## config.mk

```make
export PLATFORM = sky130hd
export DESIGN_NAME = oac_counter
export DESIGN_NICKNAME = d
export VERILOG_FILES = /design/src/rtl/oac_pkg.sv /design/src/rtl/oac_elem_field.sv /design/src/rtl/oac_vtx_field.sv /design/src/rtl/oac_counter.sv
export SDC_FILE = /design/constraint.sdc
export NUM_CORES = 1
export LEC_CHECK = 0
export ABC_AREA = 1
export BUFFER_PORTS_ARGS = -buffer_cell sky130_fd_sc_hd__buf_2
export CAP_MARGIN = 20
export CORE_AREA = 2 2 82 84
export CTS_BUF_LIST = sky130_fd_sc_hd__clkbuf_8
export DETAILED_ROUTE_END_ITERATION = 6
export DIE_AREA = 0 0 84 86
export MAX_ROUTING_LAYER = met4
export PLACE_DENSITY_LB_ADDON = 0.08
export SYNTH_ARGS = -nofsm -noshare
export SYNTH_HDL_FRONTEND = slang
export SYNTH_SLANG_ARGS = --single-unit
```

## constraint.sdc

```tcl
create_clock -name clk -period 2.95 [get_ports clk]
set_clock_uncertainty 0.1 [all_clocks]
set_input_delay 0.4425 -clock clk [delete_from_list [all_inputs] [get_ports clk]]
set_output_delay 0.4425 -clock clk [all_outputs]
set_load 0.01 [all_outputs]
```

## src/rtl/oac_pkg.sv

```systemverilog
package oac_pkg;
   typedef enum logic [2:0] {
      OAC_HOLD  = 3'd0,
      OAC_INC   = 3'd1,
      OAC_DEC   = 3'd2,
      OAC_EINC  = 3'd3,
      OAC_EDEC  = 3'd4,
      OAC_VINC  = 3'd5,
      OAC_VDEC  = 3'd6,
      OAC_HOLD2 = 3'd7
   } oac_op_t;
endpackage

```

## src/rtl/oac_elem_field.sv

```systemverilog
module oac_elem_field #(
   parameter int W = 2
) (
   input  logic         clk,
   input  logic         rst_n,
   input  logic         ld,
   input  logic [W-1:0] ld_val,
   input  logic         up,
   input  logic         dn,
   output logic [W-1:0] q,
   output logic         cy,
   output logic         bw
);
   localparam logic [W-1:0] ONE = W'(1);

   always_ff @(posedge clk) begin
      if (!rst_n)  q <= '0;
      else if (ld) q <= ld_val;
      else if (up) q <= q + ONE;
      else if (dn) q <= q - ONE;
   end

   assign cy = up && (&q);
   assign bw = dn && !(|q);

   AST_ELEM_NOT_BOTH: assert property (@(posedge clk) disable iff (!rst_n)
      !(up && dn));
endmodule

```

## src/rtl/oac_vtx_field.sv

```systemverilog
module oac_vtx_field #(
   parameter int W = 16
) (
   input  logic         clk,
   input  logic         rst_n,
   input  logic         ld,
   input  logic [W-1:0] ld_val,
   input  logic         up,
   input  logic         dn,
   output logic [W-1:0] q
);
   localparam logic [W-1:0] ONE = W'(1);

   always_ff @(posedge clk) begin
      if (!rst_n)  q <= '0;
      else if (ld) q <= ld_val;
      else if (up) q <= q + ONE;
      else if (dn) q <= q - ONE;
   end

   AST_VTX_NOT_BOTH: assert property (@(posedge clk) disable iff (!rst_n)
      !(up && dn));
endmodule

```

## src/rtl/oac_counter.sv

```systemverilog
module oac_counter
   import oac_pkg::*;
#(
   parameter int VTX_W  = 16,
   parameter int ELEM_W = 2,
   localparam int ADDR_W = VTX_W + ELEM_W
) (
   input  logic              clk,
   input  logic              rst_n,
   input  logic [2:0]        op,
   input  logic              ld_en,
   input  logic [ADDR_W-1:0] bus_din,
   input  logic              rd_en,
   output logic [ADDR_W-1:0] addr,
   output logic [ADDR_W-1:0] bus_dout,
   output logic              bus_oe
);
   generate
      if (VTX_W < 1)  begin : g_bad_vtx  $error("VTX_W must be at least 1");  end
      if (ELEM_W < 1) begin : g_bad_elem $error("ELEM_W must be at least 1"); end
   endgenerate

   oac_op_t          op_q;
   logic             e_up, e_dn, e_cy, e_bw, v_up, v_dn;
   logic [ELEM_W-1:0] elem;
   logic [VTX_W-1:0]  vtx;
   logic [ADDR_W-1:0] rb_q;
   logic              rb_v;

   always_comb begin
      op_q = oac_op_t'(op);
      e_up = !ld_en && (op_q == OAC_INC || op_q == OAC_EINC);
      e_dn = !ld_en && (op_q == OAC_DEC || op_q == OAC_EDEC);
      v_up = !ld_en && ((op_q == OAC_VINC) || (op_q == OAC_INC && e_cy));
      v_dn = !ld_en && ((op_q == OAC_VDEC) || (op_q == OAC_DEC && e_bw));
   end

   oac_elem_field #(.W(ELEM_W)) u_elem (
      .clk(clk), .rst_n(rst_n), .ld(ld_en), .ld_val(bus_din[ELEM_W-1:0]),
      .up(e_up), .dn(e_dn), .q(elem), .cy(e_cy), .bw(e_bw));

   oac_vtx_field #(.W(VTX_W)) u_vtx (
      .clk(clk), .rst_n(rst_n), .ld(ld_en), .ld_val(bus_din[ADDR_W-1:ELEM_W]),
      .up(v_up), .dn(v_dn), .q(vtx));

   assign addr = {vtx, elem};

   always_ff @(posedge clk) begin
      if (!rst_n) begin
         rb_q <= '0;
         rb_v <= 1'b0;
      end else begin
         rb_v <= rd_en;
         rb_q <= rd_en ? addr : '0;
      end
   end

   assign bus_dout = rb_v ? rb_q : '0;
   assign bus_oe   = rb_v;

   AST_LOAD_WINS: assert property (@(posedge clk) disable iff (!rst_n)
      ld_en |=> addr == $past(bus_din));
   AST_FULL_INC: assert property (@(posedge clk) disable iff (!rst_n)
      (!ld_en && op == 3'd1) |=> addr == $past(addr) + ADDR_W'(1));
   AST_FULL_DEC: assert property (@(posedge clk) disable iff (!rst_n)
      (!ld_en && op == 3'd2) |=> addr == $past(addr) - ADDR_W'(1));
   AST_ELEM_KEEPS_VTX: assert property (@(posedge clk) disable iff (!rst_n)
      (!ld_en && (op == 3'd3 || op == 3'd4)) |=> $stable(vtx));
   AST_VTX_KEEPS_ELEM: assert property (@(posedge clk) disable iff (!rst_n)
      (!ld_en && (op == 3'd5 || op == 3'd6)) |=> $stable(elem));
   AST_HOLD_STABLE: assert property (@(posedge clk) disable iff (!rst_n)
      (!ld_en && (op == 3'd0 || op == 3'd7)) |=> $stable(addr));
   AST_READBACK: assert property (@(posedge clk) disable iff (!rst_n)
      rd_en |=> (bus_oe && bus_dout == $past(addr)));
   AST_IDLE_BUS: assert property (@(posedge clk) disable iff (!rst_n)
      !bus_oe |-> bus_dout == '0);
endmodule

```

After elaboration in Yosys (flattened, before gate mapping)
Index checks and enable logic that the tools add are counted.
Widths: inputs -> output; s select.
{"block": "totals", "reg_bits": 37}
{"block": "classes", "muxes": 7, "n_reduce_logical": 19, "eq_ne": 6, "add_sub_neg": 4}
{"op": "$mux 16", "count": 3}
{"op": "$mux 18", "count": 1}
{"op": "$add 16x1->16 const B", "count": 1}
{"op": "$sub 16x1->16 const B", "count": 1}
{"op": "$eq 3x3->1 const B", "count": 3}
{"op": "$logic_and 1x1->1", "count": 8}
{"op": "$eq 3x2->1 const B", "count": 2}
{"op": "$mux 2", "count": 3}
{"op": "$reduce_bool 3->1", "count": 2}
{"op": "$logic_or 1x1->1", "count": 4}
{"op": "$reduce_and 2->1", "count": 2}
{"op": "$eq 3x1->1 const B", "count": 1}
{"op": "$add 2x1->2 const B", "count": 1}
{"op": "$logic_not 1->1", "count": 2}
{"op": "$reduce_or 2->1", "count": 1}
{"op": "$sub 2x1->2 const B", "count": 1}

Depth between registers and ports, before layout
Gate-level depths: netlist of the first run.
{"block": "logic_depth", "depth_word": 10, "mapped_depth": 14, "ltp_nobuf": 14}

Modules after synthesis
A second synthesis of the first run with hierarchy kept.
{"block": "unflattened", "cells_unflattened": 415, "area_unflattened_um2": 2557.5}
{"mod": "oac_vtx_field", "area_per_inst_um2": 1659.1, "seq_area_each_um2": 320.3, "cells_per_inst": 281, "instances": 1}
{"mod": "oac_counter", "area_per_inst_um2": 749.5, "seq_area_each_um2": 380.4, "cells_per_inst": 110, "instances": 1}
{"mod": "oac_elem_field", "area_per_inst_um2": 148.9, "seq_area_each_um2": 40.0, "cells_per_inst": 24, "instances": 1}

Worst setup path after synthesis of the first run
No wires, ideal clock.
{"block": "synth_timing", "kind": "input to register", "start": "in op[0]", "end": "reg u_vtx.q[13]", "arrival_time_ns": 2.194, "setup_time_ns": 0.122, "stages": 13, "path_slack_ns": 0.534, "path_buffers": 0, "t_required_ns": 2.728, "cell_sequence": "inv_1 -> nor2_1 -> nand3_2 -> ha_1 -> or2_2 -> nand3b_1 -> nand2_1 -> nand2_1 -> nand2_1 -> nand2_1 -> nand3_1 -> nand2_1 -> a21oi_1"}
{"block": "synth_between", "elab_chain_cells": 9, "word_cells_on_any_way": 21}
{"element": "from (decl)", "line": "oac_counter.sv:10", "source": "input logic [2:0] op,"}
{"element": "$eq 3x1->1 or $eq 3x2->1 (tied branches)", "line": "oac_counter.sv:32, oac_counter.sv:34"}
{"element": "$logic_or 1x1->1", "line": "oac_counter.sv:32", "source": "e_up = !ld_en && (op_q == OAC_INC || op_q == OAC_EINC);"}
{"element": "$logic_and 1x1->1", "line": "oac_counter.sv:32"}
{"element": "$logic_and 1x1->1", "line": "oac_elem_field.sv:23", "source": "assign cy = up && (&q);"}
{"element": "$logic_and 1x1->1", "line": "oac_counter.sv:34", "source": "v_up = !ld_en && ((op_q == OAC_VINC) || (op_q == OAC_INC && e_cy));"}
{"element": "$logic_or 1x1->1", "line": "oac_counter.sv:34"}
{"element": "$logic_and 1x1->1", "line": "oac_counter.sv:34"}
{"element": "$mux 16", "line": "oac_vtx_field.sv:17", "source": "else if (up) q <= q + ONE;"}
{"element": "$mux 16", "line": "oac_vtx_field.sv:16", "source": "else if (ld) q <= ld_val;"}
{"element": "to (signal assigned)", "line": "oac_vtx_field.sv:16"}
{"element": "to (signal assigned)", "line": "oac_vtx_field.sv:17"}
{"element": "to (signal assigned)", "line": "oac_vtx_field.sv:18", "source": "else if (dn) q <= q - ONE;"}
{"element": "to (decl)", "line": "oac_vtx_field.sv:10", "source": "output logic [W-1:0] q"}
Several ways; a longest one is shown, not always the timed one.
A chain may end at the register's enable or synchronous reset.

Worst setup path in the final report of the first run
{"block": "layout_timing", "start": "reg u_elem.q[1]", "end": "reg u_vtx.q[13]"}
{"block": "layout_between", "elab_chain_cells": 7, "word_cells_on_any_way": 14}
{"element": "from (decl)", "line": "oac_elem_field.sv:10", "source": "output logic [W-1:0] q,"}
{"element": "from (signal assigned)", "line": "oac_elem_field.sv:18", "source": "else if (ld) q <= ld_val;"}
{"element": "from (signal assigned)", "line": "oac_elem_field.sv:19", "source": "else if (up) q <= q + ONE;"}
{"element": "from (signal assigned)", "line": "oac_elem_field.sv:20", "source": "else if (dn) q <= q - ONE;"}
{"element": "$reduce_and 2->1 or $reduce_or 2->1 (tied branches)", "line": "oac_elem_field.sv:23, oac_elem_field.sv:24"}
{"element": "$logic_and 1x1->1 or $logic_not 1->1 (tied branches)", "line": "oac_elem_field.sv:23, oac_elem_field.sv:24"}
{"element": "$logic_and 1x1->1, on equally long branches", "line": "oac_counter.sv:34, oac_elem_field.sv:24"}
{"element": "$logic_or 1x1->1 or $logic_and 1x1->1 (tied branches)", "line": "oac_counter.sv:34, oac_counter.sv:35"}
{"element": "$logic_and 1x1->1 or $logic_or 1x1->1 (tied branches)", "line": "oac_counter.sv:34, oac_counter.sv:35"}
{"element": "$mux 16 or $logic_and 1x1->1 (tied branches)", "line": "oac_vtx_field.sv:17, oac_counter.sv:35"}
{"element": "$mux 16 or $reduce_bool 3->1 (tied branches)"}
Several ways; a longest one is shown, not always the timed one.

==> metrics, run 1 <==
WP data required=3.02 ns; Worst-path clk slew=0.08 ns; RSZ-0062 raised after global routing=no; slowest library cell on the worst path=dfxtp_1; critical path data arrival time=2.49 ns; syn_nets=445; final setup violating endpoints=0; setup ws final=0.529 ns; CTS tree=yes; H-tree Lvls=2; GP Congestion=0.839; HPWL after detailed placement=5050 microns; dpl cell area=2840 sq um; final wirelength=6360 microns; WP buf/inv=2; first-pass GRT wire length=10700 microns; Rows=29; Final period util=82.1%; total power=1520 uW; Overflow after GRT=0; delay-heaviest family, CP=simple AND/OR/NAND/NOR gates; Final nets=508; wire length per cell=11.7 microns; Chip Height=86 microns; CP Class=flop to flop; layout cells sized above 1=17.1%; Initial Utilization=39.0%; Design Area, Final=2920 sq um; vias in the first global route=2284; setup_tns=0 ns; Worst-Skew Late Latency=0.29 ns; Seq cells post-synth=37; Setup WS pre-CTS=0.309 ns; DRT iter0 DRCs=95; GR Util All Layers=18.9%; Worst path max stage delay=0.41 ns; Seq/Total Area, Yosys=30.3%; fin crit period=2.42 ns; Pwr Density=520 nW/um^2; f_max=413 MHz; status=complete, no violations; max_cap viols=0; clock root buffer master=clkbuf_8; largest net degree at the start of global routing=22; Buffers on Ports=61; worst hold path class=input port to flop; Slew Limit Fails=0; Max VDD drop=0.000203 V; core area=6280 sq um; Post-Syn Instances=403; Yosys warning total=0; Crit Path Max Fanout=8; synthesized cell area=2450 sq um; Worst setup SP type=flop; final hold slack=0.323 ns; Longest Clk Path Bufs=2; drt drc=0; TritonCTS sink count=37; initial antenna violation count=0; Ant. Diodes=0; Die W=84 microns; detailed-route via count=2456; cts hold-fix bufs=0; ANT nets after route=0; Syn Area/Cell=6.07 sq um; final hold violations=0; cts bufs inserted=5; die area=7220 sq um; post-cts resize count=0; Yosys cell types=27; max_slew headroom=60.7%; crit-path cells=nand2_1 > nand2_1 > nand3_2 > buf_4 > ha_1 > nand2_1 > inv_1 > nand2_1 > nand2_1 > a21oi_1 > nand2_1 > nand2_1 > nand3_1 > nand2_1 > a21oi_1; Worst Max-Slew Pin Slew=0.588 ns; IO Pins=62; area added between synthesis and finish=19.4%; DRT Pass-1 Iters=4; static leakage=0.00177 uW; total setup buffers inserted after CTS=0; vias per cell=4.51; Setup crit end kind=flop; Critical Path Most Common Cell=nand2_1
cell families after synthesis:
logic type	Yosys count	synth area share, %
AOI/OAI and AO/OA	48	10.5
xor gates and xnor gates	6	2.15
adders and majority gates	17	9.00
buffers and inverters	92	14.6
DFF	37	30.3
and+or+nand+nor	203	33.5
worst min-delay path: stages:
cell,delay [ns]
buf_2,0.10
nand2_1,0.06
a31oi_1,0.07
cell usage in the layout, fill, tap and decap left out, drive strengths merged:
master      n
a211oi      1
a21oi      29
a311oi      1
a31oi       1
buf        66
clkbuf      5
clkinv      3
clkinvlp    1
dfxtp      37
fa          1
ha         16
inv        81
nand2     125
nand3      25
nand3b      1
nand4       2
nor2       46
nor3        3
o21ai      15
o221ai      1
or2         1
xnor2       2
xor2        4
area by class of cell:
| class | count | area (sq um) |
|---|---|---|
| timing repair buffer | 66 | 343 |
| sequential | 37 | 741 |
| fill | 695 | 3360 |
| multi-input combinational | 274 | 1350 |
| inverter | 82 | 308 |
| clock inverter | 3 | 17.5 |
| tap | 77 | 96.3 |
| clock buffer | 5 | 68.8 |
flip-flops by register name, indices dropped and copies added (netlist names):
signal and cells:
rb_q 18, u_vtx.q 16, u_elem.q 2, bus_oe 1
synthesized netlist by cell type, drive strengths merged:
cell type / instances / area, sq um
a31oi: 1 / 6.26
inv: 81 / 304
o221ai: 1 / 8.76
dfxtp: 37 / 741
xor2: 4 / 35.0
a211oi: 1 / 12.5
nor2: 46 / 173
fa: 1 / 20.0
xnor2: 2 / 17.5
o21ai: 15 / 75.1
nand3b: 1 / 7.51
or2: 1 / 6.26
ha: 16 / 200
a21oi: 29 / 145
nand2: 125 / 469
nor3: 3 / 15.0
nand4: 2 / 12.5
a311oi: 1 / 8.76
nand3: 25 / 135
buf: 3 / 23.8
clkinv: 1 / 3.75
clkbuf: 7 / 26.3
metal layers:
metal  vias up  part of all wire (%)  global-route usage [%]
met1      1050                    53                    25.8
li1       1355                     -                       -
met5         -                     0                       -
met3         6                   3.5                    2.50
met2        45                    43                    29.2
met4         0                   1.4                    5.72
metrics by stage:
stage | instances | utilization, %
5_1_grt | 544 | 46.5
2_1_floorplan | 403 | -
3_3_place_gp | 536 | 45.2
4_1_cts | 544 | 46.5
6_report | 544 | 46.5
3_5_place_dp | 536 | 45.2
final timing paths:
kind                                          startpoint                  endpoint  slack, ns  depth (start not counted)
worst min register to register  u_vtx.q[13]$_SDFFE_PN0P_       rb_q[15]$_SDFF_PN0_       0.38                          2
worst min-delay path                          bus_din[2]   u_vtx.q[0]$_SDFFE_PN0P_       0.32                          3
worst max register to register  u_elem.q[1]$_SDFFE_PN0P_  u_vtx.q[13]$_SDFFE_PN0P_       0.53                         15
worst max-delay path            u_elem.q[1]$_SDFFE_PN0P_  u_vtx.q[13]$_SDFFE_PN0P_       0.53                         15
power breakdown:
group | leakage [uW] | switching, uW | internal, uW
Clock | 0.0000439 | 188 | 163
Sequential | 0.000304 | 46.4 | 540
Combinational | 0.00142 | 359 | 222
No activity file was read; power rests on OpenSTA's default activity.
==> inputs of run 2 (changes only) <==
- clock period: 2.95 -> 2.45 ns (I/O delays scaled with it)
==> metrics, run 2 (synthesis gave the netlist of run 1 again) <==
TritonCTS sink count=37 (unchanged); registers with the most flip-flops=rb_q: 18 flops, u_vtx.q: 16 flops, u_elem.q: 2 flops (unchanged); RSZ-0062 raised after global routing=no (unchanged); HPWL after detailed placement=5010 microns (was 5050 microns); CTS tree=yes (unchanged); Inst Count DP=539 (was 536); Top reg by flops=rb_q (unchanged); die area=7220 sq um (unchanged); Die W=84 microns (unchanged); DRT Pass-1 Iters=4 (unchanged); clock root buffer master=clkbuf_8 (unchanged); final hold violations=0 (unchanged); Worst Max-Slew Pin Slew=0.599 ns (was 0.588 ns); CP Class=flop to flop (unchanged); delay-heaviest family, CP=simple AND/OR/NAND/NOR gates (unchanged); status=complete, no violations (unchanged); Initial Utilization=39.0% (unchanged); area added between synthesis and finish=22.5% (was 19.4%); Rows=29 (unchanged); Overflow after GRT=0 (unchanged); total power=2000 uW (was 1520 uW); WP data required=2.52 ns (was 3.02 ns); Longest Clk Path Bufs=2 (unchanged); critical path data arrival time=2.31 ns (was 2.49 ns); max FFs per register=18 (unchanged); Worst-Skew Late Latency=0.30 ns (was 0.29 ns); Crit Path Max Fanout=19 (was 8); Final period util=91.1% (was 82.1%); cts bufs inserted=5 (unchanged); final wirelength=6660 microns (was 6360 microns); setup_tns=0 ns (unchanged); Buffers on Ports=61 (unchanged); max_slew headroom=59.9% (was 60.7%); slowest library cell on the worst path=dfxtp_2 (was dfxtp_1); wire length per cell=12.2 microns (was 11.7 microns); final hold slack=0.245 ns (was 0.323 ns); Worst-path clk slew=0.08 ns (about the same); Pwr Density=667 nW/um^2 (was 520 nW/um^2); largest net degree at the start of global routing=24 (was 22); vias per cell=4.65 (was 4.51); worst hold path class=input port to flop (unchanged); GP Congestion=0.852 (was 0.839); static leakage=0.00181 uW (was 0.00177 uW); vias in the first global route=2400 (was 2284); Ant. Diodes=0 (unchanged); Max VDD drop=0.000255 V (was 0.000203 V); Chip Height=86 microns (unchanged); fin crit period=2.23 ns (was 2.42 ns); f_max=448 MHz (was 413 MHz); layout cells sized above 1=18.1% (was 17.1%); Worst setup SP type=flop (unchanged); highest-count cells in the layout ignoring fill and taps=125 x nand2_1, 79 x inv_1, 61 x buf_2 (unchanged); core area=6280 sq um (unchanged); initial antenna violation count=0 (unchanged); crit-path cells=nand2_1 > nand2_1 > nand3_2 > buf_12 > ha_1 > or2_2 > nand3_1 > nand2_1 > nand2_1 > nand2_1 > nand2_1 > nand3_1 > nand2_1 > a21oi_1 (was nand2_1 > nand2_1 > nand3_2 > buf_4 > ha_1 > nand2_1 > inv_1 > nand2_1 > nand2_1 > a21oi_1 > nand2_1 > nand2_1 > nand3_1 > nand2_1 > a21oi_1); final setup violating endpoints=0 (unchanged); Setup crit end kind=flop (unchanged); H-tree Lvls=2 (unchanged); total setup buffers inserted after CTS=0 (unchanged); ANT nets after route=0 (unchanged); drt drc=0 (unchanged); Slew Limit Fails=0 (unchanged); fillers=691 (was 695); IO Pins=62 (unchanged); Layout Cells excl Fill=547 (was 544); commonest non-fill, non-tap cell in the layout=nand2_1 (unchanged); DRT iter0 DRCs=86 (was 95); WP buf/inv=1 (was 2); max_cap viols=0 (unchanged); Final nets=511 (was 508); first-pass GRT wire length=11300 microns (was 10700 microns); GR Util All Layers=19.9% (was 18.9%); detailed-route via count=2541 (was 2456); Critical Path Most Common Cell=nand2_1 (unchanged); Worst path max stage delay=0.35 ns (was 0.41 ns)
==> run 2: cell type report <==
class / count / area [sq um] / area share (%)
clock inverters: 2 / 37.5 / 1.25
inverters: 82 / 308 / 10.3
flip-flops and latches: 37 / 742 / 24.8
multi-input cells: 274 / 1350 / 45.1
clock buffers: 6 / 82.6 / 2.76
well taps: 77 / 96.3 / 3.22
repair buffers: 69 / 378 / 12.6
==> run 2: power breakdown <==
part | switching, uW | internal, uW
Sequential | 48.7 | 650
Clock | 248 | 331
Combinational | 444 | 276
Total | 741 | 1260
==> run 2: what timing repair did <==
action                                  in CTS  in global routing
resized for setup                            0                  2
endpoints found under the setup margin       0                  6
hold buffers                                 0                  0
endpoints found under the hold margin        0                  0
==> run 2: final timing paths <==
kind                                               start                       end  slack [ns]  cells past startpoint
worst max register to register  u_elem.q[0]$_SDFFE_PN0P_  u_vtx.q[15]$_SDFFE_PN0P_        0.22                     14
worst min-delay path                          bus_din[2]   u_vtx.q[0]$_SDFFE_PN0P_        0.24                      3
worst min register to register  u_vtx.q[14]$_SDFFE_PN0P_       rb_q[16]$_SDFF_PN0_        0.39                      2
worst max-delay path            u_elem.q[0]$_SDFFE_PN0P_  u_vtx.q[15]$_SDFFE_PN0P_        0.22                     14
==> run 2: worst reg2reg max path, stage by stage, from the launching register on <==
cell	delay [ns]
dfxtp_2	0.35
nand2_1	0.07
nand2_1	0.10
nand3_2	0.09
buf_12	0.17
ha_1	0.33
or2_2	0.31
nand3_1	0.10
nand2_1	0.11
nand2_1	0.10
nand2_1	0.05
nand2_1	0.05
nand3_1	0.06
nand2_1	0.07
a21oi_1	0.05
==> run 2: layer usage <==
layer | up-vias | track usage (%) | routed length, microns
met5 | - | - | 0
li1 | 1360 | - | -
met2 | 64 | 31.3 | 2890
met3 | 6 | 1.92 | 274
met1 | 1111 | 27.2 | 3420
met4 | 0 | 5.87 | 79
==> run 2: through the flow <==
step / utilization [%] / setup slack [ns] / instance area (sq um)
2_1_floorplan: - / 0.109 / 2450
3_3_place_gp: 45.7 / 0.0730 / 2870
3_5_place_dp: 45.7 / 0.0374 / 2870
4_1_cts: 47.6 / 0.146 / 2990
5_1_grt: 47.7 / 0.00469 / 3000
6_report: 47.7 / 0.219 / 3000
==> inputs of run 3 (changes only) <==
- RECOVER_POWER: not set -> 50
==> metrics, run 3 (synthesis gave the netlist of run 1 again) <==
registers with the most flip-flops=rb_q: 18 flops, u_vtx.q: 16 flops, u_elem.q: 2 flops (unchanged); Gate power share=35.7% (was 36.0%); GR Util All Layers=19.9% (unchanged); core area=6280 sq um (unchanged); die area=7220 sq um (unchanged); RSZ-0062 raised after global routing=no (unchanged); Ant. Diodes=0 (unchanged); final hold violations=0 (unchanged); f_max=448 MHz (about the same); GRT met2 Usage=31.3% (unchanged); Worst-path clk slew=0.09 ns (was 0.08 ns); Overflow after GRT=0 (unchanged); static leakage=0.00175 uW (was 0.00181 uW); Slew Limit Fails=0 (unchanged); Critical R2R Capture=u_vtx.q[11]$_SDFFE_PN0P_ (was u_vtx.q[15]$_SDFFE_PN0P_); vias in the first global route=2400 (unchanged); Initial Utilization=39.0% (unchanged); GP Congestion=0.852 (unchanged); Worst Max-Slew Pin Slew=0.597 ns (was 0.599 ns); cts hold-fix bufs=0 (unchanged); crit-path cells=nand2_1 > nand2_1 > nand3_2 > buf_12 > ha_1 > or2_2 > nand3_1 > nand2_1 > nand2_1 > nand2_1 > nand2_1 > nand3_1 > nand2_1 > a21oi_1 (unchanged); total setup buffers inserted after CTS=0 (unchanged); max_cap viols=0 (unchanged); slowest library cell on the worst path=dfxtp_2 (unchanged); cts bufs inserted=5 (unchanged); IO Pins=62 (unchanged); drt drc=0 (unchanged); Reg2Reg Launch Point=u_elem.q[0]$_SDFFE_PN0P_ (unchanged); Setup crit end kind=flop (unchanged); Layout Cells excl Fill=547 (unchanged); Worst setup SP type=flop (unchanged); grt met3 use=1.92% (unchanged); GRT busiest layer=met2 (unchanged); area added between synthesis and finish=21.5% (was 22.5%); CTS tree=yes (unchanged); vias per cell=4.65 (about the same); highest-count cells in the layout ignoring fill and taps=125 x nand2_1, 79 x inv_1, 47 x buf_2 (was 125 x nand2_1, 79 x inv_1, 61 x buf_2); worst hold path class=input port to flop (unchanged); clock power share=29.2% (was 29.0%); Longest Clk Path Bufs=2 (unchanged); detailed-route via count=2543 (was 2541); clock root buffer master=clkbuf_8 (unchanged); met1 track demand over resource=27.2% (unchanged); max FFs per register=18 (unchanged); reg2reg setup slack=0.22 ns (about the same); H-tree Lvls=2 (unchanged); wire length per cell=12.2 microns (about the same); Inst Count DP=539 (unchanged); Rows=29 (unchanged); post-cts resize count=0 (unchanged); Worst path max stage delay=0.35 ns (about the same); first-pass GRT wire length=11300 microns (unchanged); initial antenna violation count=0 (unchanged); setup_tns=0 ns (unchanged); Chip Height=86 microns (unchanged); Final period util=91.1% (about the same); internal power=1250 uW (was 1260 uW); final hold slack=0.240 ns (was 0.245 ns); final wirelength=6670 microns (was 6660 microns); Critical Path Most Common Cell=nand2_1 (unchanged); fillers=698 (was 691); HPWL after detailed placement=5010 microns (unchanged); fin crit period=2.23 ns (about the same); status=complete, no violations (unchanged); Die W=84 microns (unchanged); DRT iter0 DRCs=80 (was 86); r2r worst-path depth=14 (unchanged); Net Sw Power=745 uW (was 741 uW); TritonCTS sink count=37 (unchanged); max_slew headroom=60.1% (was 59.9%); Buffers on Ports=61 (unchanged); final setup violating endpoints=0 (unchanged); WP data required=2.53 ns (was 2.52 ns); ANT nets after route=0 (unchanged); largest net degree at the start of global routing=24 (unchanged); Max VDD drop=0.000254 V (was 0.000255 V); Pwr Density=671 nW/um^2 (was 667 nW/um^2); Setup crit start=u_elem.q[0]$_SDFFE_PN0P_ (unchanged); Final nets=511 (unchanged); DRT Pass-1 Iters=4 (unchanged); CP Class=flop to flop (unchanged); Seq pwr share=35.1% (was 35.0%); switching share of total power=37.4% (was 37.1%); critical path data arrival time=2.32 ns (was 2.31 ns); commonest non-fill, non-tap cell in the layout=nand2_1 (unchanged); layout cells sized above 1=14.7% (was 18.1%); Worst-Skew Late Latency=0.30 ns (about the same); Top reg by flops=rb_q (unchanged); Worst Setup EP=u_vtx.q[11]$_SDFFE_PN0P_ (was u_vtx.q[15]$_SDFFE_PN0P_); Crit Path Max Fanout=19 (unchanged)
## run 3: cell count changes in the layout (fill, tap and decap cells not counted)
cell | previous run | this run
clkbuf_1 | 0 | 16
buf_2 | 61 | 47
buf_4 | 7 | 5
## run 3: how the worst min path moves through the flow
stage                                   from                        to  slack (ns)  cells after the start
global placement    u_vtx.q[13]$_SDFFE_PN0P_       rb_q[15]$_SDFF_PN0_        0.37                      2
floorplan            u_vtx.q[8]$_SDFFE_PN0P_       rb_q[10]$_SDFF_PN0_        0.38                      2
finish                            bus_din[2]   u_vtx.q[0]$_SDFFE_PN0P_        0.24                      3
global route                      bus_din[0]  u_elem.q[0]$_SDFFE_PN0P_        0.26                      3
CTS                               bus_din[2]   u_vtx.q[0]$_SDFFE_PN0P_        0.24                      3
detailed placement  u_vtx.q[11]$_SDFFE_PN0P_       rb_q[13]$_SDFF_PN0_        0.37                      2
## run 3: layout make-up
| cell class | instances | area [sq um] | area share (%) |
|---|---|---|---|
| clock buffers | 6 | 82.6 | 2.78 |
| well taps | 77 | 96.3 | 3.24 |
| repair buffers | 69 | 353 | 11.9 |
| flip-flops and latches | 37 | 742 | 25.0 |
| inverters | 82 | 308 | 10.4 |
| clock inverters | 2 | 37.5 | 1.26 |
| multi-input cells | 274 | 1350 | 45.5 |
## run 3: per-stage QoR
stage	instance area [sq um]	util, %	worst slack (ns)	power (uW)
final	2970	47.3	0.218	1990
after floorplan	2450	-	0.109	1230
after global placement	2870	45.7	0.0730	1420
after detailed placement	2870	45.7	0.0374	1430
after CTS	2990	47.6	0.146	2010
after global routing	2970	47.3	0.00460	2150
## run 3: per-layer routing
layer  vias to the layer above  share of wire (%)  wire length (microns)
li1                       1362                  -                      -
met1                      1120                 52                   3490
met2                        53                 43                   2870
met3                         8                3.2                    216
met4                         0                1.5                     97
met5                         -                  0                      0
## run 3: power groups by stage
stage                     Combinational [uW]  Clock, uW  Sequential (uW)
after floorplan                          515          0              715
after global placement                   710          0              714
after detailed placement                 715          0              713
after CTS                                719        588              699
after global routing                     825        620              708
final                                    711        582              699
## run 3: critical path, delay by kind of cell (launching register included)
family          cells  cell delay (ns)
simple gates       11             1.11
flops               1             0.35
fa+ha+maj           1             0.32
buf+inv             1             0.17
compound gates      1             0.05
